## config.mk

```make
export PLATFORM = sky130hd
export DESIGN_NAME = evt_seq
export DESIGN_NICKNAME = d
export VERILOG_FILES = /design/src/rtl/evt_pkg.sv /design/src/rtl/evt_sync.sv /design/src/rtl/evt_arbiter.sv /design/src/rtl/evt_seq_core.sv /design/src/rtl/evt_seq.sv
export SDC_FILE = /design/constraint.sdc
export NUM_CORES = 1
export LEC_CHECK = 0
export ABC_CLOCK_PERIOD_IN_PS = 7550
export BUFFER_PORTS_ARGS = -buffer_cell sky130_fd_sc_hd__buf_2
export CAP_MARGIN = 10
export CORE_UTILIZATION = 32
export CTS_BUF_LIST = sky130_fd_sc_hd__clkbuf_8
export CTS_CLUSTER_DIAMETER = 100
export DETAILED_ROUTE_END_ITERATION = 16
export HOLD_SLACK_MARGIN = 0.03
export MAX_ROUTING_LAYER = met4
export PLACE_DENSITY = 0.55
export SYNTH_ARGS = -nofsm -noshare
export SYNTH_HDL_FRONTEND = slang
export SYNTH_SLANG_ARGS = --single-unit
```

## constraint.sdc

```tcl
create_clock -name clk -period 7.55 [get_ports clk]
set_input_delay 1.51 -clock clk [delete_from_list [all_inputs] [get_ports clk]]
set_output_delay 1.51 -clock clk [all_outputs]
set_load 0.02 [all_outputs]
```

## src/rtl/evt_pkg.sv

```systemverilog
package evt_pkg;
    localparam int LVL_W    = 3;
    localparam int TRAP_W   = 8;
    localparam int NEXC     = 4;
    localparam int VEC_W    = 10;
    localparam int IRQ_VEC0 = NEXC + (1 << TRAP_W);

    localparam logic [VEC_W-1:0] VEC_BADMEM = VEC_W'(0);
    localparam logic [VEC_W-1:0] VEC_DIVZ   = VEC_W'(1);
    localparam logic [VEC_W-1:0] VEC_PRIV   = VEC_W'(2);

    typedef enum logic [2:0] {
        S_IDLE, S_PUSH_PC, S_PUSH_PS, S_FETCH, S_JUMP, S_POP_PS, S_POP_PC
    } seq_state_e;

    typedef enum logic [1:0] { K_NONE, K_EXC, K_TRAP, K_IRQ } evt_kind_e;

    typedef struct packed {
        evt_kind_e         kind;
        logic [VEC_W-1:0]  vec;
        logic [LVL_W-1:0]  lvl;
    } evt_pick_t;

    typedef struct packed {
        logic              sup;
        logic [LVL_W-1:0]  ipl;
    } stat_t;

    function automatic logic [VEC_W-1:0] trap_vector(input logic [TRAP_W-1:0] n);
        return VEC_W'(NEXC) + VEC_W'(n);
    endfunction
endpackage

```

## src/rtl/evt_sync.sv

```systemverilog
module evt_sync #(
    parameter int N      = 4,
    parameter int STAGES = 2
) (
    input  logic         clk,
    input  logic         rst,
    input  logic [N-1:0] din,
    output logic [N-1:0] dout
);
    logic [N-1:0] chain [STAGES];

    always_ff @(posedge clk) begin
        if (rst) chain[0] <= '0;
        else     chain[0] <= din;
    end

    for (genvar k = 1; k < STAGES; k++) begin : g_stage
        always_ff @(posedge clk) begin
            if (rst) chain[k] <= '0;
            else     chain[k] <= chain[k-1];
        end
    end

    assign dout = chain[STAGES-1];
endmodule

```

## src/rtl/evt_arbiter.sv

```systemverilog
module evt_arbiter
    import evt_pkg::*;
#(
    parameter int NSRC = 4
) (
    input  logic                   bad_mem,
    input  logic                   div_zero,
    input  logic                   priv_fault,
    input  logic                   trap_req,
    input  logic [TRAP_W-1:0]      trap_num,
    input  logic [NSRC-1:0]        irq_pend,
    input  logic [NSRC*LVL_W-1:0]  irq_lvl,
    input  logic [LVL_W-1:0]       cur_ipl,
    output evt_pick_t              pick
);
    logic                 best_found;
    logic [LVL_W-1:0]     best_lvl;
    logic [VEC_W-1:0]     best_idx;

    // strict compare keeps the lowest index on ties
    always_comb begin
        best_found = 1'b0;
        best_lvl   = '0;
        best_idx   = '0;
        for (int i = 0; i < NSRC; i++) begin
            if (irq_pend[i] && (irq_lvl[i*LVL_W +: LVL_W] > cur_ipl) &&
                (!best_found || (irq_lvl[i*LVL_W +: LVL_W] > best_lvl))) begin
                best_found = 1'b1;
                best_lvl   = irq_lvl[i*LVL_W +: LVL_W];
                best_idx   = VEC_W'(i);
            end
        end
    end

    always_comb begin
        pick = '{kind: K_NONE, vec: '0, lvl: '0};
        if (bad_mem)         pick = '{kind: K_EXC,  vec: VEC_BADMEM, lvl: '0};
        else if (div_zero)   pick = '{kind: K_EXC,  vec: VEC_DIVZ,   lvl: '0};
        else if (priv_fault) pick = '{kind: K_EXC,  vec: VEC_PRIV,   lvl: '0};
        else if (trap_req)   pick = '{kind: K_TRAP, vec: trap_vector(trap_num), lvl: '0};
        else if (best_found) pick = '{kind: K_IRQ,  vec: VEC_W'(IRQ_VEC0) + best_idx,
                                      lvl: best_lvl};
    end
endmodule

```

## src/rtl/evt_seq_core.sv

```systemverilog
module evt_seq_core
    import evt_pkg::*;
#(
    parameter int              AW       = 16,
    parameter int              DW       = 16,
    parameter logic [AW-1:0]   VEC_BASE = 16'h0100,
    parameter logic [AW-1:0]   SP_INIT  = 16'h0400
) (
    input  logic              clk,
    input  logic              rst,
    input  evt_pick_t         pick,
    input  logic              ret_req,
    input  logic [AW-1:0]     core_pc,
    output logic              busy,
    output logic              pc_load,
    output logic [AW-1:0]     pc_target,
    output stat_t             status,
    output logic [AW-1:0]     sp,
    output logic              mem_req,
    output logic              mem_we,
    output logic [AW-1:0]     mem_addr,
    output logic [DW-1:0]     mem_wdata,
    input  logic [DW-1:0]     mem_rdata,
    input  logic              mem_ack
);
    seq_state_e        st;
    logic [AW-1:0]     save_pc;
    stat_t             save_st;
    logic [LVL_W-1:0]  next_ipl;
    logic [VEC_W-1:0]  vec_q;
    stat_t             popped;

    assign popped = stat_t'(mem_rdata[LVL_W:0]);

    always_ff @(posedge clk) begin
        if (rst) begin
            st        <= S_IDLE;
            sp        <= SP_INIT;
            status    <= '{sup: 1'b1, ipl: '0};
            save_pc   <= '0;
            save_st   <= '0;
            next_ipl  <= '0;
            vec_q     <= '0;
            pc_target <= '0;
        end else begin
            case (st)
                S_IDLE: begin
                    if (pick.kind != K_NONE) begin
                        save_pc  <= core_pc;
                        save_st  <= status;
                        vec_q    <= pick.vec;
                        next_ipl <= (pick.kind == K_IRQ) ? pick.lvl : status.ipl;
                        st       <= S_PUSH_PC;
                    end else if (ret_req) begin
                        st <= S_POP_PS;
                    end
                end
                S_PUSH_PC: if (mem_ack) begin
                    sp <= sp - AW'(1);
                    st <= S_PUSH_PS;
                end
                S_PUSH_PS: if (mem_ack) begin
                    sp         <= sp - AW'(1);
                    status.ipl <= next_ipl;
                    status.sup <= 1'b1;
                    st         <= S_FETCH;
                end
                S_FETCH: if (mem_ack) begin
                    pc_target <= mem_rdata[AW-1:0];
                    st        <= S_JUMP;
                end
                S_JUMP: st <= S_IDLE;
                S_POP_PS: if (mem_ack) begin
                    status <= popped;
                    sp     <= sp + AW'(1);
                    st     <= S_POP_PC;
                end
                S_POP_PC: if (mem_ack) begin
                    pc_target <= mem_rdata[AW-1:0];
                    sp        <= sp + AW'(1);
                    st        <= S_JUMP;
                end
                default: st <= S_IDLE;
            endcase
        end
    end

    always_comb begin
        mem_req   = 1'b0;
        mem_we    = 1'b0;
        mem_addr  = '0;
        mem_wdata = '0;
        case (st)
            S_PUSH_PC: begin
                mem_req = 1'b1; mem_we = 1'b1;
                mem_addr = sp - AW'(1); mem_wdata = DW'(save_pc);
            end
            S_PUSH_PS: begin
                mem_req = 1'b1; mem_we = 1'b1;
                mem_addr = sp - AW'(1); mem_wdata = DW'(save_st);
            end
            S_FETCH: begin
                mem_req = 1'b1; mem_addr = VEC_BASE + AW'(vec_q);
            end
            S_POP_PS, S_POP_PC: begin
                mem_req = 1'b1; mem_addr = sp;
            end
            default: ;
        endcase
    end

    assign busy    = (st != S_IDLE);
    assign pc_load = (st == S_JUMP);
endmodule

```

## src/rtl/evt_seq.sv

```systemverilog
module evt_seq
    import evt_pkg::*;
#(
    parameter int              NSRC     = 4,
    parameter int              AW       = 16,
    parameter int              DW       = 16,
    parameter logic [AW-1:0]   VEC_BASE = 16'h0100,
    parameter logic [AW-1:0]   SP_INIT  = 16'h0400
) (
    input  logic                   clk,
    input  logic                   rst,
    input  logic [NSRC-1:0]        irq_req,
    input  logic [NSRC*LVL_W-1:0]  irq_lvl,
    input  logic                   trap_req,
    input  logic [TRAP_W-1:0]      trap_num,
    input  logic                   fault_mem,
    input  logic                   fault_div,
    input  logic                   priv_op,
    input  logic                   ret_req,
    input  logic [AW-1:0]          core_pc,
    output logic                   busy,
    output logic                   pc_load,
    output logic [AW-1:0]          pc_target,
    output logic                   sup_mode,
    output logic [LVL_W-1:0]       cur_ipl,
    output logic [AW-1:0]          sp_out,
    output logic                   mem_req,
    output logic                   mem_we,
    output logic [AW-1:0]          mem_addr,
    output logic [DW-1:0]          mem_wdata,
    input  logic [DW-1:0]          mem_rdata,
    input  logic                   mem_ack
);
    logic [NSRC-1:0] irq_pend;
    evt_pick_t       pick;
    stat_t           status;

    evt_sync #(.N(NSRC), .STAGES(2)) u_sync (
        .clk(clk), .rst(rst), .din(irq_req), .dout(irq_pend)
    );

    evt_arbiter #(.NSRC(NSRC)) u_arb (
        .bad_mem(fault_mem), .div_zero(fault_div),
        .priv_fault(priv_op & ~status.sup),
        .trap_req(trap_req), .trap_num(trap_num),
        .irq_pend(irq_pend), .irq_lvl(irq_lvl),
        .cur_ipl(status.ipl), .pick(pick)
    );

    evt_seq_core #(.AW(AW), .DW(DW), .VEC_BASE(VEC_BASE), .SP_INIT(SP_INIT)) u_core (
        .clk(clk), .rst(rst), .pick(pick), .ret_req(ret_req), .core_pc(core_pc),
        .busy(busy), .pc_load(pc_load), .pc_target(pc_target), .status(status),
        .sp(sp_out), .mem_req(mem_req), .mem_we(mem_we), .mem_addr(mem_addr),
        .mem_wdata(mem_wdata), .mem_rdata(mem_rdata), .mem_ack(mem_ack)
    );

    assign sup_mode = status.sup;
    assign cur_ipl  = status.ipl;
endmodule

```

==> results of run 1 <==
## flip-flops by register name (all words and copies together) (netlist names)
register          flops
u_sync.chain          8
u_core.status         4
u_core.next_ipl       3
u_core.vec_q          9
u_core.pc_target     16
u_core.st             3
u_core.sp            16
u_core.save_pc       16
u_core.save_st        4
## critical path, stage by stage
cell,delay [ns]
sky130_fd_sc_hd__buf_2,0.12
sky130_fd_sc_hd__ha_1,0.31
sky130_fd_sc_hd__nand3_1,0.09
sky130_fd_sc_hd__o211ai_1,0.09
sky130_fd_sc_hd__nor2_1,0.24
sky130_fd_sc_hd__nand2_1,0.10
sky130_fd_sc_hd__ha_1,0.29
sky130_fd_sc_hd__nor2b_1,0.12
sky130_fd_sc_hd__o21ai_0,0.08
sky130_fd_sc_hd__a32oi_1,0.22
sky130_fd_sc_hd__o21a_1,0.24
sky130_fd_sc_hd__a32o_1,0.23
sky130_fd_sc_hd__inv_1,0.06
sky130_fd_sc_hd__ha_1,0.29
sky130_fd_sc_hd__nor2b_1,0.14
sky130_fd_sc_hd__o21a_1,0.15
sky130_fd_sc_hd__o21ai_0,0.19
sky130_fd_sc_hd__a21boi_1,0.48
sky130_fd_sc_hd__nor2_1,0.22
sky130_fd_sc_hd__o22ai_1,0.22
sky130_fd_sc_hd__ha_1,0.16
sky130_fd_sc_hd__nor2b_1,0.12
sky130_fd_sc_hd__o21ai_0,0.08
sky130_fd_sc_hd__a32oi_1,0.20
sky130_fd_sc_hd__a31o_2,0.15
sky130_fd_sc_hd__nand2b_1,0.12
sky130_fd_sc_hd__a2111o_1,0.39
sky130_fd_sc_hd__a311oi_1,0.25
## cell usage in the layout, fill, tap and decap left out, drive strengths merged, types with 12 or more instances in the layout
cell type,instances
nor3,13
buf,139
nand2,90
xnor2,20
ha,24
a21oi,53
xor2,12
dfxtp,79
nand3,21
or3,12
o21ai,29
nor2b,20
and2,12
mux2i,17
inv,22
nor2,68
## cell type report
cell class	count	area (µm²)
fillers	1502	8460
multi-input cells	477	2870
flip-flops and latches	79	1580
repair buffers	139	706
well taps	180	225
clock buffers	10	138
inverters	20	75.1
clock inverters	6	46.3
## logic make-up (layout without fill, tap and decap cells)
| family | Yosys count | in the layout | share of synthesized area |
|---|---|---|---|
| fa+ha+maj | 24 | 24 | 0.0642 |
| flops | 79 | 79 | 0.338 |
| compound gates | 136 | 136 | 0.181 |
| buf+inv | 62 | 175 | 0.0516 |
| simple gates | 268 | 268 | 0.269 |
| mux | 17 | 17 | 0.0364 |
| xor+xnor | 32 | 32 | 0.0599 |
## layer usage
layer,vias to the layer above,global-route usage,share of wire
met2,163,0.292,0.44
met3,24,0.0291,0.060
met1,2153,0.261,0.48
met4,0,0.0739,0.019
li1,2361,-,-
met5,-,-,0
## worst paths after layout
path                                         start                  to
worst min register to register  u_sync.chain[0][1]  u_sync.chain[1][1]
worst max register to register    u_core.status[1]     u_core.vec_q[0]
worst max-delay path                    irq_lvl[2]     u_core.vec_q[0]
worst min-delay path            u_sync.chain[0][1]  u_sync.chain[1][1]
## power groups by stage
stage | combinational, mW | sequential, mW | clock (mW)
3_3_place_gp | 0.559 | 0.528 | 0
5_1_grt | 0.632 | 0.528 | 0.328
6_report | 0.566 | 0.520 | 0.301
2_1_floorplan | 0.412 | 0.515 | 0
4_1_cts | 0.568 | 0.519 | 0.310
3_5_place_dp | 0.566 | 0.529 | 0
## metrics by stage
step,hold WS [ns],area [µm²]
2_1_floorplan,0.414,4680
3_3_place_gp,0.419,5460
3_5_place_dp,0.424,5460
4_1_cts,0.447,5640
5_1_grt,0.465,5640
6_report,0.445,5640
==> metrics.txt, run 1 <==
# TYPE chip_impl_metric gauge
chip_impl_metric{name="swShare",unit=""} 0.423
chip_impl_metric{name="core_area",unit="µm²"} 14100
chip_impl_metric{name="routed_via_density",unit=""} 5.16
chip_impl_metric{name="synth.lib_cells_used.distinct",unit=""} 52
chip_impl_metric{name="area_growth",unit="%"} 20.5
chip_impl_metric{name="postSynth.asyncResetShare",unit=""} 0
chip_impl_metric{name="synth_area_per_cell",unit="µm²"} 7.57
chip_impl_metric{name="chipHeight",unit="µm"} 123
chip_impl_metric{name="post_synth_edffs",unit=""} 0
chip_impl_metric{name="synth_cells",unit=""} 618
chip_impl_metric{name="synth-seq-area-share",unit=""} 0.338
chip_impl_metric{name="place_hpwl",unit="µm"} 9890
chip_impl_info{name="cp-start-kind",value="primary input"} 1
chip_impl_metric{name="clkSlewWorstSetupHoldPaths",unit="ns"} 0.09
chip_impl_metric{name="place.detailed.instances",unit=""} 895
chip_impl_metric{name="drt_first_pass_iters",unit=""} 4
chip_impl_metric{name="gp_routability_congestion",unit=""} 0.886
chip_impl_metric{name="cell_area_synth",unit="µm²"} 4680
chip_impl_metric{name="final-hold-violation-count",unit=""} 0
chip_impl_metric{name="drcViolationCount",unit=""} 0
chip_impl_metric{name="post_cts.repair.setup_buffers",unit=""} 0
chip_impl_metric{name="holdBufCountCts",unit=""} 0
chip_impl_metric{name="internal-power",unit="mW"} 0.801
chip_impl_metric{name="grt_start_max_net_pins",unit=""} 80
chip_impl_metric{name="setup_violations",unit=""} 0
chip_impl_info{name="synth_largest_area_cell",value="sky130_fd_sc_hd__dfxtp_1"} 1
chip_impl_metric{name="number_of_max_slew_violations_in_the_final_report",unit=""} 0
chip_impl_metric{name="grt_util_all_layers",unit=""} 0.194
chip_impl_metric{name="route.detailed.wl_per_inst",unit="µm"} 15.1
chip_impl_metric{name="numPortBuffers",unit=""} 135
chip_impl_info{name="timing.hold.worst.class",value="reg2reg"} 1
chip_impl_metric{name="post_route_setup_slack",unit="ns"} 0.940
chip_impl_metric{name="area_share_of_the_largest_cell_type_after_synthesis",unit=""} 0.338
chip_impl_metric{name="rr_worst_depth",unit=""} 28
chip_impl_metric{name="post-route-min-period",unit="ns"} 6.61
chip_impl_metric{name="finalCritPeriodShare",unit=""} 0.875
chip_impl_metric{name="ant_diodes",unit=""} 0
chip_impl_metric{name="routed_wirelength",unit="µm"} 13800
chip_impl_metric{name="maximum_clock_frequency",unit="MHz"} 151
chip_impl_metric{name="final_core_util",unit=""} 0.400
chip_impl_metric{name="clock_skew",unit="ns"} 0.0115
chip_impl_metric{name="drt_iter0_markers",unit=""} 373
chip_impl_info{name="most_instantiated_cells_after_synthesis",value="sky130_fd_sc_hd__nand2_1 (90), sky130_fd_sc_hd__dfxtp_1 (79), sky130_fd_sc_hd__nor2_1 (68), sky130_fd_sc_hd__a21oi_1 (53), sky130_fd_sc_hd__clkbuf_1 (38)"} 1
chip_impl_metric{name="min_path_cells",unit=""} 1
chip_impl_metric{name="timing.max_cap.violations",unit=""} 0
chip_impl_metric{name="yosys_warnings",unit=""} 0
chip_impl_metric{name="number_of_h_tree_levels",unit=""} 3
chip_impl_metric{name="globalRoute.totalOverflow",unit=""} 0
chip_impl_metric{name="postSynthNetCount",unit=""} 706
chip_impl_metric{name="peakVddDrop",unit="V"} 0.0000960
chip_impl_info{name="crit_path_end_kind",value="flop"} 1
chip_impl_metric{name="combPwrFrac",unit=""} 0.408
chip_impl_info{name="ctsRootBufferMaster",value="sky130_fd_sc_hd__clkbuf_8"} 1
chip_impl_metric{name="cp.required",unit="ns"} 7.81
chip_impl_info{name="cts_tree",value="built"} 1
chip_impl_info{name="synth_top_flop_cell",value="sky130_fd_sc_hd__dfxtp_1"} 1
chip_impl_metric{name="antenna_violations_before_repair",unit=""} 0
chip_impl_metric{name="design.die.area",unit="µm²"} 15100
chip_impl_metric{name="initial_core_util",unit=""} 0.332
chip_impl_metric{name="layoutNonFillerInstCount",unit=""} 911
chip_impl_metric{name="tns",unit="ns"} 0
chip_impl_metric{name="final_net_count",unit=""} 814
chip_impl_info{name="synthMostInstantiatedCell",value="sky130_fd_sc_hd__nand2_1"} 1
chip_impl_metric{name="detailedPlace.worstSlack",unit="ns"} 0.739
chip_impl_metric{name="power_share_of_the_sequential_group",unit=""} 0.375
chip_impl_metric{name="first_pass_grt_wire_length",unit="µm"} 22400
chip_impl_metric{name="route.vias.total",unit=""} 4701
chip_impl_info{name="run_status",value="complete, no violations"} 1
chip_impl_metric{name="finalPower",unit="mW"} 1.39
chip_impl_metric{name="cts-root-to-sink-buffers",unit=""} 2
chip_impl_metric{name="first_global_vias",unit=""} 4461
chip_impl_metric{name="worst_reg2reg_setup_slack",unit="ns"} 1.59
chip_impl_metric{name="power.switching",unit="mW"} 0.586
chip_impl_metric{name="post_route_cells_drive_above_1_share",unit=""} 0.223
chip_impl_metric{name="die_w",unit="µm"} 123
chip_impl_metric{name="leakage",unit="nW"} 2.37
chip_impl_metric{name="post_synthesis_register_bit_count",unit=""} 79
chip_impl_metric{name="critical_path.max_fanout",unit=""} 7
chip_impl_info{name="rsz0062_at_grt",value="false"} 1
chip_impl_metric{name="placementRows",unit=""} 43
chip_impl_metric{name="ioPinCount",unit=""} 136
chip_impl_metric{name="pwr_density_cell",unit="nW/µm²"} 246
chip_impl_metric{name="max_slew.worst_pin.slew",unit="ns"} 1.05
chip_impl_metric{name="cts_inserted_buffers",unit=""} 9
chip_impl_metric{name="power.clock.fraction",unit=""} 0.217
chip_impl_info{name="crit_type",value="in2reg"} 1
chip_impl_info{name="synth_top_cells_by_area",value="sky130_fd_sc_hd__dfxtp_1 (34%), sky130_fd_sc_hd__nand2_1 (7.2%), sky130_fd_sc_hd__ha_1 (6.4%)"} 1
chip_impl_metric{name="cts_repair_resize_count",unit=""} 0
chip_impl_metric{name="route.antenna.remaining_nets",unit=""} 0
chip_impl_metric{name="normalized_max_slew_margin",unit=""} 0.298
chip_impl_metric{name="cts_sinks",unit=""} 79
chip_impl_metric{name="arrival",unit="ns"} 6.87
chip_impl_metric{name="clock_insertion_delay_worst_skew",unit="ns"} 0.36
(Power assumes the default switching activity.)
==> inputs of run 2 (changes only) <==
ABC_AREA = 1   (was not set)
PLACE_DENSITY = not set   (was 0.55)
==> run 2 against run 1 <==
- die area is 1.4% higher
- synthesized cell count increased by 14%
- routed wire length down 1.4%
- global-route usage shrank 0.75 points
- clock skew rose by 0.0018 ns
==> metrics.txt, run 2 <==
# TYPE chip_impl_metric gauge
chip_impl_metric{name="post-route-min-period",unit="ns"} 5.77
chip_impl_metric{name="ant_diodes",unit=""} 0
chip_impl_metric{name="first_pass_grt_wire_length",unit="µm"} 21300
chip_impl_metric{name="postSynth.asyncResetShare",unit=""} 0
chip_impl_metric{name="area_growth",unit="%"} 20.5
chip_impl_metric{name="ioPinCount",unit=""} 136
chip_impl_metric{name="drt_first_pass_iters",unit=""} 4
chip_impl_metric{name="postSynthNetCount",unit=""} 795
chip_impl_info{name="timing.hold.worst.class",value="reg2reg"} 1
chip_impl_metric{name="worst_path_largest_cell_delay",unit="ns"} 0.34
chip_impl_metric{name="place_hpwl",unit="µm"} 9970
chip_impl_metric{name="route.detailed.wl_per_inst",unit="µm"} 13.4
chip_impl_metric{name="number_of_max_slew_violations_in_the_final_report",unit=""} 0
chip_impl_metric{name="synth_area_per_cell",unit="µm²"} 6.71
chip_impl_metric{name="max_slew.worst_pin.slew",unit="ns"} 0.872
chip_impl_metric{name="drcViolationCount",unit=""} 0
chip_impl_metric{name="detailedPlace.worstSlack",unit="ns"} 1.40
chip_impl_metric{name="finalPower",unit="mW"} 2.17
chip_impl_metric{name="power_share_of_the_sequential_group",unit=""} 0.297
chip_impl_metric{name="globalRoute.totalOverflow",unit=""} 0
chip_impl_metric{name="chipHeight",unit="µm"} 124
chip_impl_metric{name="post_route_cells_drive_above_1_share",unit=""} 0.214
chip_impl_metric{name="antenna_violations_before_repair",unit=""} 0
chip_impl_info{name="crit_slowest_cell",value="sky130_fd_sc_hd__ha_1"} 1
chip_impl_metric{name="detail_route.wirelength.met1",unit="µm"} 6570
chip_impl_metric{name="synth.lib_cells_used.distinct",unit=""} 38
chip_impl_metric{name="worst-path-buf-inv",unit=""} 2
chip_impl_metric{name="holdBufCountCts",unit=""} 0
chip_impl_metric{name="routed_wirelength",unit="µm"} 13600
chip_impl_metric{name="number_of_h_tree_levels",unit=""} 3
chip_impl_metric{name="post_cts.repair.setup_buffers",unit=""} 0
chip_impl_metric{name="final-hold-violation-count",unit=""} 0
chip_impl_metric{name="cell_area_synth",unit="µm²"} 4750
chip_impl_info{name="rsz0062_at_grt",value="false"} 1
chip_impl_info{name="cts_tree",value="built"} 1
chip_impl_info{name="most_frequent_cells_in_the_layout",value="sky130_fd_sc_hd__buf_2 (135), sky130_fd_sc_hd__nand2_1 (113), sky130_fd_sc_hd__nor2_1 (104)"} 1
chip_impl_metric{name="die_w",unit="µm"} 124
chip_impl_info{name="ctsRootBufferMaster",value="sky130_fd_sc_hd__clkbuf_8"} 1
chip_impl_metric{name="clkSlewWorstSetupHoldPaths",unit="ns"} 0.09
chip_impl_metric{name="numPortBuffers",unit=""} 135
chip_impl_info{name="reg_top3",value="u_core.pc_target (16), u_core.save_pc (16), u_core.sp (16)"} 1
chip_impl_metric{name="post_route_setup_slack",unit="ns"} 1.78
chip_impl_info{name="crit_path_end_kind",value="flop"} 1
chip_impl_info{name="most_instantiated_cells_after_synthesis",value="sky130_fd_sc_hd__nand2_1 (113), sky130_fd_sc_hd__nor2_1 (104), sky130_fd_sc_hd__inv_1 (84), sky130_fd_sc_hd__dfxtp_1 (79), sky130_fd_sc_hd__o21ai_0 (77)"} 1
chip_impl_metric{name="normalized_max_slew_margin",unit=""} 0.416
chip_impl_metric{name="area_share_of_the_largest_cell_type_after_synthesis",unit=""} 0.333
chip_impl_metric{name="clock_insertion_delay_worst_skew",unit="ns"} 0.37
chip_impl_metric{name="placementRows",unit=""} 44
chip_impl_metric{name="post_synthesis_register_bit_count",unit=""} 79
chip_impl_metric{name="synth-seq-area-share",unit=""} 0.333
chip_impl_info{name="min_to",value="u_sync.chain[1][3]"} 1
chip_impl_metric{name="final_net_count",unit=""} 914
chip_impl_metric{name="cts_inserted_buffers",unit=""} 9
chip_impl_metric{name="route.vias.total",unit=""} 4779
chip_impl_metric{name="tns",unit="ns"} 0
chip_impl_metric{name="timing.max_cap.violations",unit=""} 0
chip_impl_info{name="run_status",value="complete, no violations"} 1
chip_impl_info{name="synth_top_cells_by_area",value="sky130_fd_sc_hd__dfxtp_1 (33%), sky130_fd_sc_hd__nand2_1 (8.9%), sky130_fd_sc_hd__nor2_1 (8.2%)"} 1
chip_impl_info{name="worst_r2r_endpoint",value="u_core.vec_q[0]"} 1
chip_impl_info{name="hold_path.startpoint",value="u_sync.chain[0][3]"} 1
chip_impl_info{name="r2r_start",value="u_core.status[2]"} 1
chip_impl_metric{name="power.clock.fraction",unit=""} 0.155
chip_impl_metric{name="place.detailed.instances",unit=""} 999
chip_impl_metric{name="arrival",unit="ns"} 6.08
chip_impl_metric{name="cts_sinks",unit=""} 79
chip_impl_metric{name="finalCritPeriodShare",unit=""} 0.765
chip_impl_metric{name="post_synth_edffs",unit=""} 0
chip_impl_metric{name="cts_repair_resize_count",unit=""} 0
chip_impl_metric{name="drt_iter0_markers",unit=""} 210
chip_impl_info{name="synthMostInstantiatedCell",value="sky130_fd_sc_hd__nand2_1"} 1
chip_impl_metric{name="worst_reg2reg_setup_slack",unit="ns"} 2.41
chip_impl_info{name="cp_top_family",value="simple AND/OR/NAND/NOR gates"} 1
chip_impl_metric{name="layoutNonFillerInstCount",unit=""} 1015
chip_impl_info{name="cp_common_cell",value="sky130_fd_sc_hd__nand2_1"} 1
chip_impl_info{name="synth_largest_area_cell",value="sky130_fd_sc_hd__dfxtp_1"} 1
chip_impl_metric{name="design.die.area",unit="µm²"} 15300
chip_impl_metric{name="met2_length",unit="µm"} 6160
chip_impl_info{name="crit_type",value="in2reg"} 1
chip_impl_metric{name="rr_worst_depth",unit=""} 36
chip_impl_metric{name="synth_cells",unit=""} 707
chip_impl_metric{name="cp.required",unit="ns"} 7.86
chip_impl_metric{name="power.switching",unit="mW"} 1.10
chip_impl_metric{name="pwr_density_cell",unit="nW/µm²"} 380
chip_impl_metric{name="clock_skew",unit="ns"} 0.0133
chip_impl_metric{name="wl_met3",unit="µm"} 711
chip_impl_metric{name="routed_via_density",unit=""} 4.71
chip_impl_metric{name="initial_core_util",unit=""} 0.328
chip_impl_metric{name="min_path_cells",unit=""} 2
chip_impl_metric{name="grt_start_max_net_pins",unit=""} 51
chip_impl_info{name="layout_commonest_cell",value="sky130_fd_sc_hd__buf_2"} 1
chip_impl_info{name="cp-start-kind",value="primary input"} 1
chip_impl_metric{name="cts-root-to-sink-buffers",unit=""} 2
chip_impl_metric{name="yosys_warnings",unit=""} 0
chip_impl_metric{name="combPwrFrac",unit=""} 0.548
chip_impl_metric{name="gp_routability_congestion",unit=""} 0.879
chip_impl_metric{name="first_global_vias",unit=""} 4261
chip_impl_metric{name="route.antenna.remaining_nets",unit=""} 0
chip_impl_metric{name="grt_util_all_layers",unit=""} 0.186
chip_impl_info{name="synth_top_flop_cell",value="sky130_fd_sc_hd__dfxtp_1"} 1
chip_impl_metric{name="core_area",unit="µm²"} 14500
chip_impl_metric{name="maximum_clock_frequency",unit="MHz"} 173
chip_impl_metric{name="peakVddDrop",unit="V"} 0.000214
chip_impl_info{name="top_layer_used",value="met4"} 1
chip_impl_metric{name="internal-power",unit="mW"} 1.08
chip_impl_metric{name="critical_path.max_fanout",unit=""} 8
chip_impl_metric{name="leakage",unit="nW"} 2.72
chip_impl_metric{name="swShare",unit=""} 0.504
chip_impl_metric{name="setup_violations",unit=""} 0
==> run 2: cell count changes after synthesis, moves of 7 or more <==
cell                       before  now
sky130_fd_sc_hd__xnor2_1       20    2
sky130_fd_sc_hd__o21ai_0       26   77
sky130_fd_sc_hd__or3_1         12    0
sky130_fd_sc_hd__nor2_1        68  104
sky130_fd_sc_hd__and2_1        12    2
sky130_fd_sc_hd__nand3_1       21   44
sky130_fd_sc_hd__inv_2          0    7
sky130_fd_sc_hd__clkbuf_1      38   14
sky130_fd_sc_hd__nor2b_1       20    0
sky130_fd_sc_hd__nand2_1       90  113
sky130_fd_sc_hd__mux2i_1       17    0
sky130_fd_sc_hd__inv_1         20   84
sky130_fd_sc_hd__buf_4          0    8
==> run 2: worst max path at each step <==
stage / start / end / slack [ns] / depth (start not counted)
finish: irq_lvl[2] / u_core.vec_q[0] / 1.78 / 36
global route: irq_lvl[2] / u_core.vec_q[0] / 1.15 / 35
CTS: irq_lvl[2] / u_core.vec_q[0] / 1.79 / 36
detailed placement: irq_lvl[2] / u_core.vec_q[0] / 1.40 / 36
global placement: irq_lvl[2] / u_core.vec_q[0] / 1.50 / 35
floorplan: irq_lvl[2] / u_core.vec_q[0] / 2.02 / 35
==> run 2: metal layers <==
layer  vias up  track usage
li1       2561            -
met1      2089        0.241
met2       118        0.293
met3        11       0.0357
met4         0       0.0557
met5         -            -
==> run 2: kinds of logic (layout without fill, tap and decap cells) <==
kind of cell | after synthesis | after routing | share of synthesized area
AOI/OAI and AO/OA | 169 | 169 | 0.198
xor gates and xnor gates | 19 | 19 | 0.0351
adders and majority gates | 24 | 24 | 0.0633
buffers and inverters | 121 | 245 | 0.105
DFF | 79 | 79 | 0.333
and+or+nand+nor | 295 | 295 | 0.265
==> run 2: power by group through the flow <==
stage               Combinational (mW)  Clock (mW)  Sequential [mW]
floorplan                        0.854           0            0.676
global placement                  1.19           0            0.654
detailed placement                1.19           0            0.654
CTS                               1.20       0.350            0.645
global route                      1.34       0.364            0.666
finish                            1.19       0.337            0.645
==> run 2: metrics by stage <==
stage	hold WS (ns)	area (µm²)	util
finish	0.393	5720	0.395
floorplan	0.388	4750	-
CTS	0.400	5720	0.395
global placement	0.392	5510	0.381
global route	0.419	5720	0.395
detailed placement	0.394	5510	0.381
==> run 2: final cells by class <==
cell class                      instances  area [µm²]
Fill cell                            1592        8760
Timing Repair Buffer                  137         691
Sequential cell                        79        1580
Inverter                               92         345
Clock buffer                           10         138
Tap cell                              184         230
Clock inverter                          6        68.8
Multi-Input combinational cell        507        2670
==> run 2: worst min-delay path, cell delays in order (launching register included) <==
cell                      delay, ns
sky130_fd_sc_hd__dfxtp_1       0.30
sky130_fd_sc_hd__inv_1         0.04
sky130_fd_sc_hd__nor2_1        0.03
==> inputs of run 3 (changes only) <==
ABC_CLOCK_PERIOD_IN_PS = 5900   (was 7550)
clock period = 5.9 ns   (was 7.55 ns; I/O delays follow)
==> run 3 against run 2 <==
- sequential share of layout area is 0.20 points lower
- setup slack got worse by 1.2 ns
- cell count is 0.20% higher
- hold slack improved by 0.011 ns
- die area unchanged
- critical path depth fell by 1
- first-iteration DRC count shrank 3.8%
- via count is 1.2% higher
- global-route usage hardly changed
==> metrics.txt, run 3 (synthesized netlist as in run 2, its figures left out) <==
# TYPE chip_impl_metric gauge
chip_impl_metric{name="holdBufCountCts",unit=""} 0
chip_impl_metric{name="maximum_clock_frequency",unit="MHz"} 188
chip_impl_metric{name="cts-root-to-sink-buffers",unit=""} 2
chip_impl_metric{name="setup_violations",unit=""} 0
chip_impl_metric{name="fin_hold_ws",unit="ns"} 0.404
chip_impl_metric{name="cp.required",unit="ns"} 6.19
chip_impl_info{name="cp_common_cell",value="sky130_fd_sc_hd__nand2_1"} 1
chip_impl_metric{name="max_slew.worst_pin.slew",unit="ns"} 0.849
chip_impl_info{name="layout_commonest_cell",value="sky130_fd_sc_hd__buf_2"} 1
chip_impl_metric{name="ant_diodes",unit=""} 0
chip_impl_metric{name="design.die.area",unit="µm²"} 15300
chip_impl_metric{name="arrival",unit="ns"} 5.62
chip_impl_metric{name="cts_sinks",unit=""} 79
chip_impl_metric{name="rr_worst_depth",unit=""} 36
chip_impl_metric{name="clkSlewWorstSetupHoldPaths",unit="ns"} 0.08
chip_impl_metric{name="route.vias.total",unit=""} 4836
chip_impl_info{name="crit_type",value="in2reg"} 1
chip_impl_info{name="min_to",value="u_sync.chain[1][0]"} 1
chip_impl_metric{name="routed_wirelength",unit="µm"} 13600
chip_impl_metric{name="die_w",unit="µm"} 124
chip_impl_metric{name="min_path_cells",unit=""} 2
chip_impl_metric{name="cts_inserted_buffers",unit=""} 9
chip_impl_info{name="cp-start-kind",value="primary input"} 1
chip_impl_metric{name="ioPinCount",unit=""} 136
chip_impl_metric{name="first_global_vias",unit=""} 4330
chip_impl_metric{name="clock_skew",unit="ns"} 0.0133
chip_impl_metric{name="drt_first_pass_iters",unit=""} 4
chip_impl_metric{name="number_of_h_tree_levels",unit=""} 3
chip_impl_metric{name="initial_core_util",unit=""} 0.328
chip_impl_metric{name="post-route-min-period",unit="ns"} 5.33
chip_impl_metric{name="detail_route.wirelength.met1",unit="µm"} 6490
chip_impl_info{name="most_frequent_cells_in_the_layout",value="sky130_fd_sc_hd__buf_2 (135), sky130_fd_sc_hd__nand2_1 (113), sky130_fd_sc_hd__nor2_1 (104)"} 1
chip_impl_metric{name="timing.max_cap.violations",unit=""} 0
chip_impl_metric{name="numPortBuffers",unit=""} 135
chip_impl_metric{name="gp_routability_congestion",unit=""} 0.868
chip_impl_metric{name="critical_path.max_fanout",unit=""} 7
chip_impl_metric{name="placementRows",unit=""} 44
chip_impl_info{name="cp_top_family",value="simple AND/OR/NAND/NOR gates"} 1
chip_impl_metric{name="layoutNonFillerInstCount",unit=""} 1017
chip_impl_metric{name="worst-path-buf-inv",unit=""} 2
chip_impl_info{name="cts_tree",value="built"} 1
chip_impl_metric{name="peakVddDrop",unit="V"} 0.000284
chip_impl_metric{name="route.antenna.remaining_nets",unit=""} 0
chip_impl_metric{name="wl_met3",unit="µm"} 763
chip_impl_metric{name="cts_repair_resize_count",unit=""} 0
chip_impl_metric{name="worst_reg2reg_setup_slack",unit="ns"} 0.90
chip_impl_info{name="hold_path.startpoint",value="u_sync.chain[0][0]"} 1
chip_impl_metric{name="grt_util_all_layers",unit=""} 0.186
chip_impl_metric{name="normalized_max_slew_margin",unit=""} 0.432
chip_impl_info{name="r2r_start",value="u_core.status[2]"} 1
chip_impl_metric{name="place.detailed.instances",unit=""} 1001
chip_impl_metric{name="finalCritPeriodShare",unit=""} 0.903
chip_impl_info{name="rsz0062_at_grt",value="false"} 1
chip_impl_metric{name="antenna_violations_before_repair",unit=""} 0
chip_impl_metric{name="post_cts.repair.setup_buffers",unit=""} 0
chip_impl_metric{name="place_hpwl",unit="µm"} 10000
chip_impl_metric{name="grt_start_max_net_pins",unit=""} 51
chip_impl_metric{name="drcViolationCount",unit=""} 0
chip_impl_metric{name="met2_length",unit="µm"} 6130
chip_impl_metric{name="tns",unit="ns"} 0
chip_impl_metric{name="final_net_count",unit=""} 916
chip_impl_info{name="timing.hold.worst.class",value="reg2reg"} 1
chip_impl_metric{name="core_area",unit="µm²"} 14500
chip_impl_metric{name="final_core_util",unit=""} 0.398
chip_impl_metric{name="clock_insertion_delay_worst_skew",unit="ns"} 0.37
chip_impl_info{name="run_status",value="complete, no violations"} 1
chip_impl_metric{name="first_pass_grt_wire_length",unit="µm"} 21400
chip_impl_metric{name="final-hold-violation-count",unit=""} 0
chip_impl_info{name="ctsRootBufferMaster",value="sky130_fd_sc_hd__clkbuf_8"} 1
chip_impl_metric{name="pwr_density_cell",unit="nW/µm²"} 490
chip_impl_metric{name="chipHeight",unit="µm"} 124
chip_impl_info{name="reg_top3",value="u_core.pc_target (16), u_core.save_pc (16), u_core.sp (16)"} 1
chip_impl_metric{name="leakage",unit="nW"} 2.74
chip_impl_metric{name="routed_via_density",unit=""} 4.76
chip_impl_metric{name="post_route_cells_drive_above_1_share",unit=""} 0.217
chip_impl_info{name="worst_r2r_endpoint",value="u_core.vec_q[0]"} 1
chip_impl_metric{name="route.detailed.wl_per_inst",unit="µm"} 13.3
chip_impl_info{name="crit_slowest_cell",value="sky130_fd_sc_hd__ha_1"} 1
chip_impl_metric{name="area_growth",unit="%"} 21.4
chip_impl_info{name="top_layer_used",value="met4"} 1
chip_impl_metric{name="worst_path_largest_cell_delay",unit="ns"} 0.34
chip_impl_info{name="crit_path_end_kind",value="flop"} 1
chip_impl_metric{name="globalRoute.totalOverflow",unit=""} 0
chip_impl_metric{name="number_of_max_slew_violations_in_the_final_report",unit=""} 0
chip_impl_metric{name="drt_iter0_markers",unit=""} 202
-- run 3: cell count changes in the layout (fill, tap and decap cells not counted) --
cell / previous run / this run
sky130_fd_sc_hd__a21oi_1: 55 / 54
sky130_fd_sc_hd__bufinv_16: 1 / 2
sky130_fd_sc_hd__buf_4: 2 / 4
sky130_fd_sc_hd__a21oi_2: 0 / 1
sky130_fd_sc_hd__clkinv_2: 1 / 0
sky130_fd_sc_hd__clkinvlp_4: 1 / 2
sky130_fd_sc_hd__clkinv_4: 2 / 1
-- run 3: per-layer routing --
metal  up-vias  GRT usage
met5         -          -
li1       2567          -
met1      2122      0.235
met4         0     0.0542
met2       131      0.296
met3        16     0.0417
-- run 3: power breakdown --
group	total (mW)	internal [mW]	switching [mW]
combinational	1.53	0.484	1.05
clock	0.471	0.252	0.219
sequential	0.823	0.689	0.133
-- run 3: stage by stage --
stage | total power, mW | setup slack, ns | area (µm²)
CTS | 2.85 | 0.532 | 5760
global route | 3.07 | 0.0776 | 5760
detailed placement | 2.37 | 0.167 | 5530
global placement | 2.36 | 0.287 | 5530
finish | 2.82 | 0.572 | 5760
floorplan | 1.96 | 0.696 | 4750
-- run 3: cell type report --
class,count,area (µm²)
inverters,92,345
flip-flops and latches,79,1580
clock inverters,6,92.6
clock buffers,10,138
repair buffers,139,706
multi-input cells,507,2670
fillers,1539,8720
well taps,184,230
-- run 3: worst max path at each step --
stage	from	endpoint	slack (ns)	cells after the start
final	irq_lvl[2]	u_core.vec_q[0]	0.57	35
after global routing	irq_lvl[2]	u_core.vec_q[0]	0.08	35
after CTS	irq_lvl[2]	u_core.vec_q[0]	0.53	36
after detailed placement	irq_lvl[2]	u_core.vec_q[0]	0.17	36
after global placement	irq_lvl[2]	u_core.vec_q[0]	0.29	36
after floorplan	irq_lvl[2]	u_core.vec_q[0]	0.70	35
-- run 3: worst register-to-register path, delay by kind of cell (launching register included) --
| kind | cells | cell delay [ns] |
|---|---|---|
| compound gates | 5 | 0.73 |
| fa+ha+maj | 4 | 1.27 |
| buf+inv | 2 | 0.25 |
| flops | 1 | 0.42 |
| simple gates | 25 | 2.27 |
